File: config.mk
export PLATFORM = sky130hd
export DESIGN_NAME = abs_cmd_engine
export DESIGN_NICKNAME = d
export VERILOG_FILES = /design/src/rtl/ace_pkg.sv /design/src/rtl/ace_cmd_check.sv /design/src/rtl/ace_wordbank.sv /design/src/rtl/ace_ctrl.sv /design/src/rtl/abs_cmd_engine.sv
export SDC_FILE = /design/constraint.sdc
export NUM_CORES = 1
export LEC_CHECK = 0
export ABC_AREA = 1
export BUFFER_PORTS_ARGS = -buffer_cell sky130_fd_sc_hd__buf_4
export CAP_MARGIN = 20
export CORE_AREA = 3 3 199 201
export CTS_CLUSTER_DIAMETER = 50
export DETAILED_ROUTE_END_ITERATION = 7
export DIE_AREA = 0 0 202 204
export GPL_TIMING_DRIVEN = 0
export HOLD_SLACK_MARGIN = 0.06
export PLACE_DENSITY = 0.68
export SKIP_LAST_GASP = 1
export SLEW_MARGIN = 10
export SYNTH_ARGS = -nofsm -noshare
export SYNTH_HDL_FRONTEND = slang
export SYNTH_HIERARCHICAL = 1
export SYNTH_SLANG_ARGS = --single-unit
File: constraint.sdc
create_clock -name clk -period 3.4 [get_ports clk]
set_input_delay 0.34 -clock clk [delete_from_list [all_inputs] [get_ports clk]]
set_output_delay 0.34 -clock clk [all_outputs]
set_load 0.005 [all_outputs]
File: src/rtl/ace_pkg.sv
package ace_pkg;
  localparam int ADDR_W = 6;
  localparam int WORD_W = 32;

  localparam logic [ADDR_W-1:0] DATA_BASE = 6'h00;
  localparam logic [ADDR_W-1:0] PBUF_BASE = 6'h10;
  localparam logic [ADDR_W-1:0] A_STATUS  = 6'h20;
  localparam logic [ADDR_W-1:0] A_CMD     = 6'h21;
  localparam logic [ADDR_W-1:0] A_AUTO    = 6'h22;

  // error codes
  localparam logic [2:0] E_NONE    = 3'd0;
  localparam logic [2:0] E_BUSY    = 3'd1;
  localparam logic [2:0] E_NOTSUP  = 3'd2;
  localparam logic [2:0] E_EXCEPT  = 3'd3;
  localparam logic [2:0] E_HALTRES = 3'd4;

  // legal register window for transfers
  localparam logic [15:0] REG_LO = 16'h1000;
  localparam logic [15:0] REG_HI = 16'h101F;

  // descriptor encodings
  localparam logic [1:0]  OP_FROM_REG = 2'd1;
  localparam logic [1:0]  OP_TO_REG   = 2'd2;
  localparam logic [31:0] DESC_NOP    = 32'h0000_0000;
  localparam logic [31:0] DESC_BREAK  = 32'h0000_0001;

  // status field positions
  localparam int ST_ERR_LSB  = 8;
  localparam int ST_BUSY_BIT = 12;
  localparam int ST_PBUF_LSB = 24;
  localparam int AUTO_PBUF_LSB = 16;
endpackage

File: src/rtl/ace_cmd_check.sv
module ace_cmd_check
  import ace_pkg::*;
(
  input  logic [31:0] cmd,
  input  logic        hart_halted,
  output logic [2:0]  verdict,
  output logic [31:0] desc0,
  output logic [31:0] desc1
);
  logic [7:0]  ctype;
  logic [2:0]  size;
  logic        post, xfer, to_reg;
  logic [15:0] regno;
  logic [15:0] reg_off;
  logic        in_range, size_ok;
  logic        unused_bits;

  assign ctype  = cmd[31:24];
  assign size   = cmd[22:20];
  assign post   = cmd[18];
  assign xfer   = cmd[17];
  assign to_reg = cmd[16];
  assign regno  = cmd[15:0];
  assign reg_off = regno - REG_LO;
  assign unused_bits = ^{cmd[23], cmd[19], reg_off[15:5]};

  assign in_range = (regno >= REG_LO) && (regno <= REG_HI);
  assign size_ok  = (size == 3'd2) || (size == 3'd3);

  always_comb begin
    if (ctype != 8'h00)                      verdict = E_NOTSUP;
    else if (!hart_halted)                   verdict = E_HALTRES;
    else if (xfer && !(in_range && size_ok)) verdict = E_NOTSUP;
    else                                     verdict = E_NONE;
  end

  always_comb begin
    if (xfer)
      desc0 = {(to_reg ? OP_TO_REG : OP_FROM_REG), (size == 3'd3), 24'd0, reg_off[4:0]};
    else
      desc0 = DESC_NOP;
    desc1 = post ? DESC_NOP : DESC_BREAK;
  end
endmodule

File: src/rtl/ace_wordbank.sv
module ace_wordbank
  import ace_pkg::*;
#(
  parameter int NW        = 2,
  parameter bit HART_PORT = 1'b1
) (
  input  logic                clk,
  input  logic                rst_n,
  input  logic                busy_i,
  input  logic                dbg_we,
  input  logic [ADDR_W-1:0]   dbg_idx,
  input  logic [WORD_W-1:0]   dbg_wdata,
  input  logic                hart_we,
  input  logic [ADDR_W-1:0]   hart_idx,
  input  logic [WORD_W-1:0]   hart_wdata,
  output logic [NW*WORD_W-1:0] words_o
);
  logic [WORD_W-1:0] mem [NW];

  always_ff @(posedge clk or negedge rst_n) begin
    if (!rst_n) begin
      for (int i = 0; i < NW; i++) mem[i] <= '0;
    end else begin
      for (int i = 0; i < NW; i++) begin
        if (dbg_we && dbg_idx == ADDR_W'(i))
          mem[i] <= dbg_wdata;
        else if (HART_PORT && hart_we && hart_idx == ADDR_W'(i))
          mem[i] <= hart_wdata;
      end
    end
  end

  for (genvar g = 0; g < NW; g++) begin : g_flat
    assign words_o[g*WORD_W +: WORD_W] = mem[g];
  end

  // the controller never lets a debugger write through while busy
  p_no_write_busy_r10: assert property (@(posedge clk) disable iff (!rst_n)
    dbg_we |-> !busy_i);
  // with no hart write, words hold while busy
  p_hold_busy_r10: assert property (@(posedge clk) disable iff (!rst_n)
    (busy_i && !hart_we) |=> $stable(words_o));
endmodule

File: src/rtl/ace_ctrl.sv
module ace_ctrl
  import ace_pkg::*;
#(
  parameter int NDATA = 2,
  parameter int NPROG = 4
) (
  input  logic                    clk,
  input  logic                    rst_n,
  input  logic                    acc_valid,
  input  logic                    acc_write,
  input  logic [ADDR_W-1:0]       acc_addr,
  input  logic [WORD_W-1:0]       acc_wdata,
  input  logic                    hart_halted,
  input  logic                    rpt_halted,
  input  logic                    rpt_going,
  input  logic                    rpt_exception,
  input  logic [NDATA*WORD_W-1:0] data_flat,
  input  logic [NPROG*WORD_W-1:0] pbuf_flat,
  output logic                    data_we,
  output logic [ADDR_W-1:0]       data_idx,
  output logic                    pbuf_we,
  output logic [ADDR_W-1:0]       pbuf_idx,
  output logic                    busy_o,
  output logic                    go_o,
  output logic [WORD_W-1:0]       desc0_o,
  output logic [WORD_W-1:0]       desc1_o,
  output logic                    rsp_valid,
  output logic [WORD_W-1:0]       rsp_data
);
  localparam logic [ADDR_W-1:0] DATA_END = DATA_BASE + ADDR_W'(NDATA);
  localparam logic [ADDR_W-1:0] PBUF_END = PBUF_BASE + ADDR_W'(NPROG);

  logic             busy_q, go_q;
  logic [2:0]       err_q;
  logic [31:0]      cmd_q, desc0_q, desc1_q;
  logic [NDATA-1:0] auto_data_q;
  logic [NPROG-1:0] auto_pbuf_q;

  logic             busy_n, go_n, load_desc;
  logic [2:0]       err_n;
  logic             in_data, in_pbuf, data_acc, pbuf_acc;
  logic             auto_hit, auto_fire, cmd_wr, status_wr, exec;
  logic [31:0]      cmd_eff, rd_val;
  logic [2:0]       verdict;
  logic [31:0]      chk_desc0, chk_desc1;

  assign in_data  = (acc_addr >= DATA_BASE) && (acc_addr < DATA_END);
  assign in_pbuf  = (acc_addr >= PBUF_BASE) && (acc_addr < PBUF_END);
  assign data_acc = acc_valid && in_data;
  assign pbuf_acc = acc_valid && in_pbuf;
  assign data_idx = acc_addr - DATA_BASE;
  assign pbuf_idx = acc_addr - PBUF_BASE;
  assign data_we  = data_acc && acc_write && !busy_q;
  assign pbuf_we  = pbuf_acc && acc_write && !busy_q;

  assign cmd_wr    = acc_valid && acc_write && acc_addr == A_CMD;
  assign status_wr = acc_valid && acc_write && acc_addr == A_STATUS;

  always_comb begin
    auto_hit = 1'b0;
    for (int i = 0; i < NDATA; i++)
      if (data_acc && data_idx == ADDR_W'(i) && auto_data_q[i]) auto_hit = 1'b1;
    for (int i = 0; i < NPROG; i++)
      if (pbuf_acc && pbuf_idx == ADDR_W'(i) && auto_pbuf_q[i]) auto_hit = 1'b1;
  end

  assign auto_fire = auto_hit && !busy_q;
  assign exec      = cmd_wr || auto_fire;
  assign cmd_eff   = cmd_wr ? acc_wdata : cmd_q;

  ace_cmd_check u_check (
    .cmd         (cmd_eff),
    .hart_halted (hart_halted),
    .verdict     (verdict),
    .desc0       (chk_desc0),
    .desc1       (chk_desc1)
  );

  // next-state: hart reports first, debugger actions override, exception last
  always_comb begin
    busy_n    = busy_q;
    go_n      = go_q;
    err_n     = err_q;
    load_desc = 1'b0;
    if (rpt_going) go_n = 1'b0;
    if (rpt_halted && !go_q) busy_n = 1'b0;
    if (status_wr) err_n = err_q & ~acc_wdata[ST_ERR_LSB +: 3];
    if (data_acc && busy_q && err_q == E_NONE) err_n = E_BUSY;
    if (exec && err_q == E_NONE) begin
      if (busy_q)                 err_n = E_BUSY;
      else if (verdict != E_NONE) err_n = verdict;
      else begin
        busy_n    = 1'b1;
        go_n      = 1'b1;
        load_desc = 1'b1;
      end
    end
    if (rpt_exception && err_n == E_NONE) err_n = E_EXCEPT;
  end

  always_comb begin
    rd_val = '0;
    if (in_data) begin
      for (int i = 0; i < NDATA; i++)
        if (data_idx == ADDR_W'(i)) rd_val = data_flat[i*WORD_W +: WORD_W];
      if (busy_q) rd_val = '1;
    end else if (in_pbuf) begin
      for (int i = 0; i < NPROG; i++)
        if (pbuf_idx == ADDR_W'(i)) rd_val = pbuf_flat[i*WORD_W +: WORD_W];
      if (busy_q) rd_val = '1;
    end else if (acc_addr == A_STATUS) begin
      rd_val[3:0]                = 4'(NDATA);
      rd_val[ST_ERR_LSB +: 3]    = err_q;
      rd_val[ST_BUSY_BIT]        = busy_q;
      rd_val[ST_PBUF_LSB +: 5]   = 5'(NPROG);
    end else if (acc_addr == A_AUTO) begin
      rd_val[NDATA-1:0]                 = auto_data_q;
      rd_val[AUTO_PBUF_LSB +: NPROG]    = auto_pbuf_q;
    end
  end

  always_ff @(posedge clk or negedge rst_n) begin
    if (!rst_n) begin
      busy_q      <= 1'b0;
      go_q        <= 1'b0;
      err_q       <= E_NONE;
      cmd_q       <= '0;
      desc0_q     <= '0;
      desc1_q     <= '0;
      auto_data_q <= '0;
      auto_pbuf_q <= '0;
      rsp_valid   <= 1'b0;
      rsp_data    <= '0;
    end else begin
      busy_q <= busy_n;
      go_q   <= go_n;
      err_q  <= err_n;
      if (cmd_wr) cmd_q <= acc_wdata;
      if (load_desc) begin
        desc0_q <= chk_desc0;
        desc1_q <= chk_desc1;
      end
      if (acc_valid && acc_write && acc_addr == A_AUTO) begin
        auto_data_q <= acc_wdata[NDATA-1:0];
        auto_pbuf_q <= acc_wdata[AUTO_PBUF_LSB +: NPROG];
      end
      rsp_valid <= acc_valid && !acc_write;
      if (acc_valid && !acc_write) rsp_data <= rd_val;
    end
  end

  assign busy_o  = busy_q;
  assign go_o    = go_q;
  assign desc0_o = desc0_q;
  assign desc1_o = desc1_q;

  // go is only ever up while a command is outstanding
  p_go_in_busy_r5: assert property (@(posedge clk) disable iff (!rst_n)
    go_q |-> busy_q);
  // a new command starts only from an error-free state and raises go
  p_issue_clean_r5: assert property (@(posedge clk) disable iff (!rst_n)
    $rose(busy_q) |-> (go_q && $past(err_q) == E_NONE));
  // busy drops only on a halted report seen with go already low
  p_busy_end_r7: assert property (@(posedge clk) disable iff (!rst_n)
    $fell(busy_q) |-> $past(rpt_halted && !go_q));
  // a set error changes only through a status write
  p_err_sticky_r9: assert property (@(posedge clk) disable iff (!rst_n)
    (err_q != E_NONE && !status_wr) |=> err_q == $past(err_q));
endmodule

File: src/rtl/abs_cmd_engine.sv
module abs_cmd_engine
  import ace_pkg::*;
#(
  parameter int NDATA = 2,
  parameter int NPROG = 4
) (
  input  logic                    clk,
  input  logic                    rst_n,
  input  logic                    acc_valid,
  input  logic                    acc_write,
  input  logic [5:0]              acc_addr,
  input  logic [31:0]             acc_wdata,
  output logic                    rsp_valid,
  output logic [31:0]             rsp_data,
  input  logic                    hart_halted,
  input  logic                    rpt_halted,
  input  logic                    rpt_going,
  input  logic                    rpt_exception,
  input  logic                    hart_data_we,
  input  logic [5:0]              hart_data_idx,
  input  logic [31:0]             hart_data_wdata,
  output logic                    go,
  output logic [31:0]             desc0,
  output logic [31:0]             desc1,
  output logic [NDATA*32-1:0]     data_words,
  output logic [NPROG*32-1:0]     pbuf_words
);
  logic              busy;
  logic              data_we, pbuf_we;
  logic [ADDR_W-1:0] data_idx, pbuf_idx;

  ace_ctrl #(.NDATA(NDATA), .NPROG(NPROG)) u_ctrl (
    .clk           (clk),
    .rst_n         (rst_n),
    .acc_valid     (acc_valid),
    .acc_write     (acc_write),
    .acc_addr      (acc_addr),
    .acc_wdata     (acc_wdata),
    .hart_halted   (hart_halted),
    .rpt_halted    (rpt_halted),
    .rpt_going     (rpt_going),
    .rpt_exception (rpt_exception),
    .data_flat     (data_words),
    .pbuf_flat     (pbuf_words),
    .data_we       (data_we),
    .data_idx      (data_idx),
    .pbuf_we       (pbuf_we),
    .pbuf_idx      (pbuf_idx),
    .busy_o        (busy),
    .go_o          (go),
    .desc0_o       (desc0),
    .desc1_o       (desc1),
    .rsp_valid     (rsp_valid),
    .rsp_data      (rsp_data)
  );

  ace_wordbank #(.NW(NDATA), .HART_PORT(1'b1)) u_data (
    .clk        (clk),
    .rst_n      (rst_n),
    .busy_i     (busy),
    .dbg_we     (data_we),
    .dbg_idx    (data_idx),
    .dbg_wdata  (acc_wdata),
    .hart_we    (hart_data_we),
    .hart_idx   (hart_data_idx),
    .hart_wdata (hart_data_wdata),
    .words_o    (data_words)
  );

  ace_wordbank #(.NW(NPROG), .HART_PORT(1'b0)) u_pbuf (
    .clk        (clk),
    .rst_n      (rst_n),
    .busy_i     (busy),
    .dbg_we     (pbuf_we),
    .dbg_idx    (pbuf_idx),
    .dbg_wdata  (acc_wdata),
    .hart_we    (1'b0),
    .hart_idx   ('0),
    .hart_wdata ('0),
    .words_o    (pbuf_words)
  );
endmodule

# Yosys cells after proc, flatten, opt, wreduce, memory -nomap -nowiden
# Cells that the tools add are included.
# totals
register_bits	332
input_bits	85
out_inout_bits	290
word_cells	154
# classes
add_sub_neg	2
order_cmp	6
eq_ne	10
mux	60
n_bitwise	2
n_reduce_logical	57
# op_table
cell	n
$mux W32	15
$logic_and A1 B1 Y1	42
$mux W3	13
$mux W4	6
$mux W1	21
$eq A6 B1 Y1 const B	3
$eq A6 B6 Y1 const B	3
$logic_not A6 Y1	3
$ge A16 B13 Y1 const B	1
$le A16 B13 Y1 const B	1
$eq A6 B2 Y1 const B	2
$mux W2	4
$reduce_bool A8 Y1	1
$eq A3 B2 Y1 const B	2
$ge A6 B1 Y1 const B	1
$ge A6 B5 Y1 const B	1
$logic_not A3 Y1	2
$lt A6 B2 Y1 const B	1
$lt A6 B5 Y1 const B	1
$sub A6 B5 Y6 const B	1
$mux W5	1
$sub A5 B1 Y5 const B	1
$logic_not A1 Y1	4
$reduce_bool A2 Y1	2
4 further kinds	5

# Longest topological paths before layout
# Gate-level depths: netlist (run 1).
# logic_depth
ltp_word	18
ltp_mapped	20
ltp_nobuf	18

# Cells and area by module
# The synthesis (run 1) kept the hierarchy.
# by_module_without_submodules
mod	instances	cells_each	area_each_um2
ace_ctrl	1	956	7689.9
ace_wordbank at u_pbuf	1	564	5246.3
ace_wordbank at u_data	1	511	3523.4
ace_cmd_check	1	102	608.1
abs_cmd_engine	1	1	3.8

# Least setup slack after synthesis (run 1)
# OpenSTA, ideal clock, no wires.
# synth_timing
path_type	input -> register
from	input acc_addr[0]
to	register u_ctrl.desc0_q[0], in the netlist u_ctrl/desc0_o[0]
t_arrival_ps	2624
t_required_ps	3283
path_slack_ps	659
cell_stages	19
cell_sequence	inv_1 nor2_2 and2_1 buf_2 nand3_2 buf_2 mux2_2 nor2_1 nand2_1 nor2_2 nand2_1 nand2_1 nand2_1 nor3_1 nand4_4 buf_6 buf_6 nand2_2 o21ai_2
# synth_between
elab_chain_cells	15
# synth_lines
element	line_no	text
start: declaration	abs_cmd_engine.sv:11	input logic [5:0] acc_addr,
$eq A6 B6 Y1 *	ace_ctrl.sv:56	assign cmd_wr = acc_valid && acc_write && acc_addr == A_CMD;
$logic_and A1 B1 Y1 *	ace_ctrl.sv:56	
$mux W32 *	-	
named net u_ctrl.cmd_eff[6]	ace_ctrl.sv:43	logic [31:0] cmd_eff, rd_val;
$ge A16 B13 Y1 or $le A16 B13 Y1 (tied branches)	ace_cmd_check.sv:27	assign in_range = (regno >= REG_LO) && (regno <= REG_HI);
$logic_and A1 B1 Y1 *	ace_cmd_check.sv:27	
$logic_and A1 B1 Y1 *	ace_cmd_check.sv:33	else if (xfer && !(in_range && size_ok)) verdict = E_NOTSUP;
$logic_not A1 Y1 *	ace_cmd_check.sv:33	
$logic_and A1 B1 Y1 *	ace_cmd_check.sv:33	
$mux W2 *	ace_cmd_check.sv:33	
$mux W3 *	ace_cmd_check.sv:32	else if (!hart_halted) verdict = E_HALTRES;
$mux W3 *	ace_cmd_check.sv:31	if (ctype != 8'h00) verdict = E_NOTSUP;
named net u_ctrl.verdict[1]	ace_ctrl.sv:44	logic [2:0] verdict;
$reduce_bool A3 Y1 *	ace_ctrl.sv:91	else if (verdict != E_NONE) err_n = verdict;
$mux W1 *	ace_ctrl.sv:91	
$mux W1 *	ace_ctrl.sv:90	if (busy_q) err_n = E_BUSY;
$mux W1 *	ace_ctrl.sv:89	if (exec && err_q == E_NONE) begin
end signal: assignment	ace_ctrl.sv:140	desc0_q <= chk_desc0;
end: declaration	ace_ctrl.sv:35	logic [31:0] cmd_q, desc0_q, desc1_q;
# Mark *: on every way through the listed nets, which the timed path passes. The rest lies on a longest branch.
# A chain may end at the register's enable or synchronous reset.

# Worst setup path after layout (run 1)
# layout_timing
from	register u_ctrl.busy_q, in the netlist u_ctrl/busy_o
to	register u_data.mem, in the netlist u_data/words_o[33]
# layout_between
elab_chain_cells	4
# layout_lines
element	line_no	text
start: declaration	ace_ctrl.sv:33	logic busy_q, go_q;
start signal: assignment	ace_ctrl.sv:135	busy_q <= busy_n;
$logic_not A1 Y1 *	ace_ctrl.sv:53	assign data_we = data_acc && acc_write && !busy_q;
$logic_and A1 B1 Y1 *	ace_ctrl.sv:53	
named net data_we	abs_cmd_engine.sv:29	logic data_we, pbuf_we;
$logic_and A1 B1 Y1 *	ace_wordbank.sv:25	if (dbg_we && dbg_idx == ADDR_W'(i))
$mux W32 or $reduce_bool A2 Y1 (tied branches)	-	
end signal: indexed assignment	ace_wordbank.sv:26	mem[i] <= dbg_wdata;
end signal: indexed assignment	ace_wordbank.sv:28	mem[i] <= hart_wdata;
end: declaration	ace_wordbank.sv:18	logic [WORD_W-1:0] mem [NW];
# Marks and branches as above.

==> results of run 1 <==
-- per-stage QoR --
step / hold slack, ns / setup WS (ns)
detailed placement: 0.249 / -0.183
finish: 0.0833 / 0.341
global placement: 0.468 / -1.18
global route: 0.0817 / 0.170
floorplan: 0.0444 / 0.659
CTS: 0.0609 / 0.397
-- per-layer routing --
metal / track usage (%) / vias to the layer above / share of wire, %
li1: - / 7774 / -
met2: 52.2 / 956 / 45
met1: 44.2 / 8130 / 40
met3: 8.23 / 152 / 11
met4: 12.2 / 0 / 4.1
met5: 0 / - / 0
-- path summary, 6_finish.rpt --
path / startpoint / to / slack [ns] / depth (start not counted)
max: u_ctrl/busy_o$_DFF_PN0_ / u_data/words_o[33]$_DFFE_PN0P_ / 0.34 / 11
max in group asynchronous: rst_n / u_pbuf/words_o[33]$_DFFE_PN0P_ / 2.22 / 3
min reg2reg: u_ctrl/desc0_o[10]$_DFFE_PN0P_ / u_ctrl/desc0_o[10]$_DFFE_PN0P_ / 0.49 / 2
min in group asynchronous: rst_n / u_data/words_o[28]$_DFFE_PN0P_ / 0.27 / 2
max reg2reg: u_ctrl/busy_o$_DFF_PN0_ / u_data/words_o[33]$_DFFE_PN0P_ / 0.34 / 11
min: acc_wdata[23] / u_pbuf/words_o[55]$_DFFE_PN0P_ / 0.08 / 3
-- final cells by class --
| cell class | count | area, µm² |
|---|---|---|
| fill | 3496 | 15500 |
| sequential | 330 | 8260 |
| multi-input combinational | 1534 | 7140 |
| timing repair buffer | 383 | 2960 |
| buffer | 209 | 1400 |
| clock buffer | 56 | 1190 |
| tap | 511 | 639 |
| inverter | 110 | 413 |
| clock inverter | 22 | 280 |
-- placed cells by master, fill, tap and decap left out, drive strengths merged --
| cell type | instances |
|---|---|
| nand3b | 2 |
| buf | 536 |
| clkinv | 11 |
| o2111ai | 1 |
| dfrtp | 330 |
| nor2 | 82 |
| a221oi | 6 |
| nand3 | 202 |
| mux2 | 23 |
| clkinvlp | 2 |
| ha | 5 |
| nand4 | 41 |
| inv | 115 |
| clkbuf | 106 |
| o21ai | 279 |
| nor3 | 4 |
| nand2 | 775 |
| and3 | 1 |
| dlygate4sd3 | 6 |
| and2 | 1 |
| o21bai | 2 |
| conb | 56 |
| a21oi | 49 |
| a31oi | 5 |
| bufinv | 4 |
-- critical path, cell delays in order, from the launching register on --
cell and delay (ns):
dfrtp_1 0.38, inv_1 0.15, buf_1 0.53, nand2_1 0.39
nor2_1 0.25, nand3_2 0.28, nor2_4 0.32, inv_2 0.14
nand2_2 0.17, buf_4 0.22, nand2_1 0.08, nand2_1 0.05
-- power groups by stage --
stage | combinational [mW] | clock, mW | sequential, mW
finish | 1.23 | 4.66 | 4.41
global route | 1.35 | 4.90 | 4.42
CTS | 1.22 | 4.72 | 4.40
detailed placement | 1.21 | 0 | 4.47
global placement | 1.18 | 0 | 4.46
floorplan | 0.472 | 0 | 4.39
-- flip-flops by register name, indices dropped and copies added (netlist names) --
register / flops
u_ctrl/desc0_o: 32
u_pbuf/words_o: 128
u_ctrl/go_o: 1
u_ctrl/cmd_q: 30
u_ctrl/rsp_data: 32
u_data/words_o: 64
u_ctrl/rsp_valid: 1
u_ctrl/desc1_o: 32
u_ctrl/busy_o: 1
u_ctrl/auto_data_q: 2
u_ctrl/err_q: 3
u_ctrl/auto_pbuf_q: 4
==> impl_metrics.yaml, run 1 <==
power_and_ir_drop:
  irDropWorstVdd_uv: 340
  power.switching_mw: 2.77
  leakage_nw: 11.9
  pwr-share-comb_pct: 11.9
  p_int_mw: 7.53
  seqPwrFrac_pct: 42.8
  pwr-share-clk_pct: 45.3
  switching_share_pct: 26.9
  finalPower_mw: 10.3
  powerDensity_nw_per_um2: 462
clock_tree:
  clockBufferDepth: 3
  path_clk_slew_ns: 0.06
  h-tree-depth: 2
  tritoncts: "done"
  clock_latency_ns: 0.56
  cts_hold_buf: 6
  postCtsSetupBuffers: 0
  cts_root_buffer: "clkbuf_16"
  cts_resized: 0
  cts_sinks: 330
  cts-buffers-inserted: 43
routing:
  drt_iter0_markers: 1932
  drtAntennaViolNets: 0
  routed_wl_mm: 69.6
  via_count: 17012
  drc: 0
  wire_per_inst_um: 22.1
  drt-vias-per-instance: 5.39
  drtPass1Iterations: 5
layout:
  antenna_cells: 0
  utilization_pct: 59.0
  stdcell_count: 3155
  fin_area_um2: 22300
  drive_gt1_share_pct: 27.1
  area_growth_pct: 31.1
  nNetsFinal: 2701
sta:
  fin_crit_sh_pct: 90.0
  rsz0062_at_grt: "false"
  setup_viol: 0
  fmax_mhz: 327
  fin_skew_ns: 0.0231
  finalHoldViolations: 0
  slew_violations: 0
  slew-limit-headroom_pct: 43.7
  period_needed_ns: 3.06
  tightestPinTransition_ns: 0.844
  tns_ns: 0
grt:
  grt_pass1_wl_mm: 103
  grt_usage_pct: 33.0
  gr-total-overflow: 0
  grt_max_degree: 110
  grt_pass1_vias: 16587
  antenna_found_initial: 1
synth:
  ys_warn_count: 6
  syn_area_um2: 17000
  syn_area_per_cell_um2: 7.99
  syn_inst: 2128
run_status:
  run_status: "completed"
place:
  place_inst: 3071
  portBuffers: 374
  dp_hpwl_mm: 53.2
  dpl-instance-area_um2: 20700
  gp_congestion: 0.965
critical_path:
  cp-end-kind: "flip-flop"
  worstSetupStartpointType: "flip-flop"
  criticalPathCategory: "flip-flop to flip-flop"
  crit_required_ns: 3.88
  arrival_ns: 3.54
  cp_max_fo: 10
min_path:
  hold_class: "primary input to flip-flop"
floorplanning:
  initial_utilization_pct: 45.0
  num_rows: 71
  die_w_um: 202
  die-area_um2: 41200
  design.core.area_um2: 37800
  ios: 375
  dieHeight_um: 204
run:
  drv_cap: 0
Note: power is estimated with default switching activity, not from simulation.
==> run 2: changes to the inputs <==
--- a/config.mk
+++ b/config.mk
@@ -9,7 +9,6 @@
 export BUFFER_PORTS_ARGS = -buffer_cell sky130_fd_sc_hd__buf_4
 export CAP_MARGIN = 20
 export CORE_AREA = 3 3 199 201
-export CTS_CLUSTER_DIAMETER = 50
 export DETAILED_ROUTE_END_ITERATION = 7
 export DIE_AREA = 0 0 202 204
 export GPL_TIMING_DRIVEN = 0
==> constraint.sdc (replaced) <==
create_clock -name clk -period 3.4 [get_ports clk]
set_input_delay 0.34 -clock clk [delete_from_list [all_inputs] [get_ports clk]]
set_output_delay 0.34 -clock clk [all_outputs]
set_load 0.05 [all_outputs]
==> run 2 against run 1 <==
Net effect: sequential share of layout area rose by 0.50 points; non-clock buffer count fell by 4; highest routed layer unchanged; global-route usage down 0.18 points; setup slack lost 0.047 ns; register-to-register slack got worse by 0.05 ns; flip-flop and latch count is the same; critical path depth did not move; final area fell by 1.3%; die area did not move; critical path type unchanged; critical endpoint is now u_data/words_o[51]$_DFFE_PN0P_; worst hold slack improved by 0.022 ns; routed wire length rose by 0.11%.
==> impl_metrics.yaml, run 2 (same netlist as run 1, synthesis figures left out) <==
routing:
  drtAntennaViolNets: 0
  wire_per_inst_um: 22.2
  drtPass1Iterations: 6
  drt-vias-per-instance: 5.44
  routed_wl_mm: 69.7
  drc: 0
  via_count: 17075
  drt_iter0_markers: 1739
critical_path:
  cp_num_buf_inv: 4
  worstSetupStartpointType: "flip-flop"
  critPathSlowestCell: "buf_1"
  max_stage_delay_ns: 0.55
  cp_max_fo: 10
  crit_required_ns: 3.86
  criticalPathCategory: "flip-flop to flip-flop"
  crit_top_cell: "nand2_1"
  crit_family: "simple AND/OR/NAND/NOR gates"
  cp-end-kind: "flip-flop"
  arrival_ns: 3.57
  cp_cell_sequence: "inv_1 -> buf_1 -> nand2_1 -> nor2_1 -> nand3_2 -> nor2_4 -> inv_2 -> nand2_2 -> buf_4 -> nand2_1 -> nand2_1"
clock_tree:
  cts-buffers-inserted: 38
  clock_latency_ns: 0.54
  path_clk_slew_ns: 0.06
  tritoncts: "done"
  cts_root_buffer: "clkbuf_16"
  postCtsSetupBuffers: 0
  h-tree-depth: 2
  clockBufferDepth: 3
  cts_sinks: 330
  cts_hold_buf: 2
  cts_resized: 0
floorplanning:
  dieHeight_um: 204
  initial_utilization_pct: 45.0
  design.core.area_um2: 37800
  die_w_um: 202
  die-area_um2: 41200
  num_rows: 71
  ios: 375
layout:
  stdcell_count: 3139
  final_cell_mix: "750 x nand2_1, 449 x buf_4, 330 x dfrtp_1, 196 x nand3_1, 138 x o21ai_0"
  nNetsFinal: 2692
  area_growth_pct: 29.3
  fill_cells: 3528
  fin_area_um2: 22000
  layout_commonest_cell: "nand2_1"
  antenna_cells: 0
  largest_reg_flops: 128
  drive_gt1_share_pct: 26.8
power_and_ir_drop:
  finalPower_mw: 10.4
  irDropWorstVdd_uv: 397
  powerDensity_nw_per_um2: 471
  leakage_nw: 11.8
place:
  dpl-instance-area_um2: 20700
  dp_hpwl_mm: 53.2
  portBuffers: 374
  place_inst: 3071
  gp_congestion: 0.965
min_path:
  hold_class: "primary input to flip-flop"
sta:
  fin_crit_sh_pct: 91.4
  slew_violations: 0
  setup_viol: 0
  slew-limit-headroom_pct: 43.6
  fin_skew_ns: 0.0147
  tightestPinTransition_ns: 0.846
  period_needed_ns: 3.11
  rsz0062_at_grt: "false"
  fmax_mhz: 322
  finalHoldViolations: 0
grt:
  grt_pass1_wl_mm: 103
  grt_max_degree: 110
  grt_usage_pct: 32.8
  grt_pass1_vias: 16506
  gr-total-overflow: 0
  antenna_found_initial: 1
run:
  drv_cap: 0
run_status:
  run_status: "completed"
[run 2: report_power, final]
group          leakage [nW]  internal [mW]  total, mW  switching (mW)
combinational          6.68          0.568       1.93            1.37
sequential             4.48           4.16       4.41           0.245
clock                 0.607           2.33       4.01            1.68
[run 2: path summary, 6_finish.rpt]
path | start | endpoint | slack, ns | depth (start not counted)
max | u_ctrl/busy_o$_DFF_PN0_ | u_data/words_o[51]$_DFFE_PN0P_ | 0.29 | 11
min in group asynchronous | rst_n | u_data/words_o[28]$_DFFE_PN0P_ | 0.31 | 2
max in group asynchronous | rst_n | u_ctrl/desc0_o[4]$_DFFE_PN0P_ | 2.19 | 3
min reg2reg | u_ctrl/desc1_o[5]$_DFFE_PN0P_ | u_ctrl/desc1_o[5]$_DFFE_PN0P_ | 0.49 | 2
max reg2reg | u_ctrl/busy_o$_DFF_PN0_ | u_data/words_o[51]$_DFFE_PN0P_ | 0.29 | 11
min | hart_data_wdata[26] | u_data/words_o[26]$_DFFE_PN0P_ | 0.11 | 5
[run 2: layout make-up]
| cell class | count | area [µm²] | area share, % |
|---|---|---|---|
| Sequential cell | 330 | 8260 | 37.6 |
| Multi-Input combinational cell | 1534 | 7140 | 32.5 |
| Timing Repair Buffer | 379 | 2920 | 13.3 |
| Buffer | 209 | 1400 | 6.35 |
| Clock buffer | 56 | 1140 | 5.19 |
| Tap cell | 511 | 639 | 2.91 |
| Inverter | 110 | 413 | 1.88 |
| Clock inverter | 10 | 76.3 | 0.347 |
[run 2: worst min-delay path, stage by stage]
cell and delay, ns:
buf_4 0.08, nand2_1 0.04, nand2_1 0.05, nand2_1 0.04
nand2_1 0.05
[run 2: per-layer routing]
| layer | wire [µm] | track usage (%) |
|---|---|---|
| met2 | 31800 | 52.7 |
| met4 | 2640 | 10.7 |
| met3 | 7470 | 7.99 |
| met1 | 27900 | 44.0 |
| met5 | 0 | 0 |
[run 2: through the flow]
stage / hold slack, ns / worst slack (ns) / TNS, ns / util, %
after floorplan: 0.0444 / 0.648 / 0 / -
after global placement: 0.468 / -1.18 / -381.95 / 54.7
after detailed placement: 0.249 / -0.183 / -9.56 / 54.9
after CTS: 0.0889 / 0.370 / 0 / 58.2
after global routing: 0.114 / 0.147 / 0 / 58.2
final: 0.106 / 0.293 / 0 / 58.2
==> run 3: changes to the inputs <==
==> constraint.sdc (replaced) <==
create_clock -name clk -period 3.4 [get_ports clk]
set_input_delay 0.68 -clock clk [delete_from_list [all_inputs] [get_ports clk]]
set_output_delay 0.68 -clock clk [all_outputs]
set_load 0.05 [all_outputs]
==> run 3 against run 2 <==
Net effect: setup slack improved by 0.017 ns; flip-flop and latch count did not move; combinational power barely moved; clock skew rose by 0.0029 ns; sequential share of layout area did not move; via count fell by 0.35%; power barely moved; critical path depth rose by 7; largest cell class unchanged.
==> impl_metrics.yaml, run 3 (same netlist as run 1, synthesis figures left out) <==
routing:
  drt_iter0_markers: 1915
  routed_wl_mm: 69.6
  drt-vias-per-instance: 5.42
  drtAntennaViolNets: 0
  drc: 0
  via_count: 17016
  wire_per_inst_um: 22.2
  drtPass1Iterations: 7
power_and_ir_drop:
  pwr-share-clk_pct: 38.8
  powerDensity_nw_per_um2: 471
  switching_share_pct: 31.8
  power.switching_mw: 3.29
  seqPwrFrac_pct: 42.6
  irDropWorstVdd_uv: 397
  leakage_nw: 11.8
  finalPower_mw: 10.4
  pwr-share-comb_pct: 18.7
  p_int_mw: 7.06
run:
  drv_cap: 0
sta:
  slew_violations: 0
  hold_ws_ns: 0.332
  fin_skew_ns: 0.0177
  rsz0062_at_grt: "false"
  fin_crit_sh_pct: 90.9
  setup_viol: 0
  tns_ns: 0
  period_needed_ns: 3.09
  fmax_mhz: 324
  finalHoldViolations: 0
  tightestPinTransition_ns: 0.826
  slew-limit-headroom_pct: 44.9
clock_tree:
  clockBufferDepth: 3
  clock_latency_ns: 0.54
  cts_root_buffer: "clkbuf_16"
  cts_sinks: 330
  path_clk_slew_ns: 0.06
  h-tree-depth: 2
  postCtsSetupBuffers: 0
  cts-buffers-inserted: 38
  tritoncts: "done"
min_path:
  worstHoldPathCells: 2
  whs_endpoint: "u_ctrl/go_o$_DFF_PN0_"
  hold_class: "primary input to flip-flop"
  min_from: "rpt_going"
layout:
  final_cell_mix: "750 x nand2_1, 449 x buf_4, 330 x dfrtp_1, 196 x nand3_1, 138 x o21ai_0"
  largest_reg_flops: 128
  area_growth_pct: 29.3
  antenna_cells: 0
  layout_commonest_cell: "nand2_1"
  nNetsFinal: 2691
  multiInputGateArea_um2: 7150
  fill_cells: 3528
  regArea_um2: 8260
  drive_gt1_share_pct: 26.9
  fin_area_um2: 22000
floorplanning:
  initial_utilization_pct: 45.0
  design.core.area_um2: 37800
  ios: 375
  dieHeight_um: 204
  die_w_um: 202
  num_rows: 71
  die-area_um2: 41200
critical_path:
  criticalPathCategory: "primary input to flip-flop"
  crit_required_ns: 3.81
  arrival_ns: 3.50
  r2r_cells: 11
  rr_endpoint: "u_data/words_o[33]$_DFFE_PN0P_"
  cp_max_fo: 10
  r2r_slack_ns: 0.34
  timing.rr.start: "u_ctrl/busy_o$_DFF_PN0_"
  cp-end-kind: "flip-flop"
  worstSetupStartpointType: "primary input"
grt:
  gr-total-overflow: 0
  grt_pass1_vias: 16499
  grt_usage_pct: 32.8
  grt_max_degree: 110
  antenna_found_initial: 1
  grt_pass1_wl_mm: 103
place:
  dp_hpwl_mm: 53.2
  dpl-instance-area_um2: 20700
  portBuffers: 374
  gp_congestion: 0.965
run_status:
  run_status: "completed"
==> run 3: changes by cell type in the layout (fill, tap and decap cells not counted), sizes merged <==
| cell | delta |
|---|---|
| buf | -1 |
| clkbuf | +1 |
| dlygate4sd3 | -1 |
==> run 3: metrics by stage <==
| stage | utilization, % | setup WS (ns) | cells |
|---|---|---|---|
| 3_3_place_gp | 54.7 | -1.52 | 3068 |
| 5_1_grt | 58.2 | 0.0987 | 3138 |
| 3_5_place_dp | 54.9 | -0.523 | 3071 |
| 2_1_floorplan | - | 0.308 | 2183 |
| 4_1_cts | 58.2 | 0.0296 | 3138 |
| 6_report | 58.2 | 0.310 | 3138 |
==> run 3: how the worst max path moves through the flow <==
stage / end / start / cells after the start / slack [ns]
floorplan: u_ctrl/desc0_o[0]$_DFFE_PN0P_ / acc_addr[0] / 19 / 0.31
global placement: u_ctrl/desc0_o[22]$_DFFE_PN0P_ / rst_n / 1 / -1.52
detailed placement: u_ctrl/desc1_o[25]$_DFFE_PN0P_ / acc_addr[0] / 18 / -0.52
CTS: u_ctrl/desc1_o[25]$_DFFE_PN0P_ / acc_addr[0] / 18 / 0.03
global route: u_ctrl/desc1_o[10]$_DFFE_PN0P_ / acc_addr[0] / 18 / 0.1
finish: u_ctrl/desc0_o[29]$_DFFE_PN0P_ / acc_addr[0] / 18 / 0.31
==> run 3: repair_timing <==
item                                    4_1_cts  5_1_grt
endpoints found under the hold margin        35        0
endpoints found under the setup margin        0       65
hold buffers                                  1        0
resized for setup                             0        3
==> run 3: power groups by stage <==
stage                     clock network [mW]  registers, mW  logic, mW
final                                   4.02           4.41       1.93
after global routing                    4.23           4.42       2.05
after CTS                               4.06           4.40       1.92
after detailed placement                   0           4.47       1.92
after global placement                     0           4.46       1.88
after floorplan                            0           5.06      0.470
==> run 3: critical path: stages <==
cell      delay, ns
buf_4          0.12
inv_1          0.07
nor2_2         0.15
and2_1         0.15
buf_2          0.16
nand3_2        0.15
clkbuf_4       0.26
mux2_2         0.31
nor2_2         0.21
nand2_1        0.12
nor2_1         0.13
nand2_1        0.09
nor3_2         0.21
nand4_4        0.19
buf_6          0.22
buf_6          0.16
nand2_1        0.06
o21ai_1        0.06
==> run 3: routing by layer <==
metal / vias up / share of wire (%) / wire (µm) / GRT usage (%)
met5: - / 0 / 0 / 0
met4: 0 / 3.6 / 2490 / 10.7
met3: 136 / 11 / 7730 / 7.99
met2: 953 / 46 / 31800 / 52.7
met1: 8190 / 40 / 27600 / 44.0
li1: 7737 / - / - / -
==> run 3: cell type report <==
cell class | instances | area share (%)
flip-flops and latches | 330 | 37.6
multi-input cells | 1534 | 32.5
repair buffers | 378 | 13.2
plain buffers | 209 | 6.36
clock buffers | 56 | 5.19
well taps | 511 | 2.91
inverters | 110 | 1.88
clock inverters | 10 | 0.347
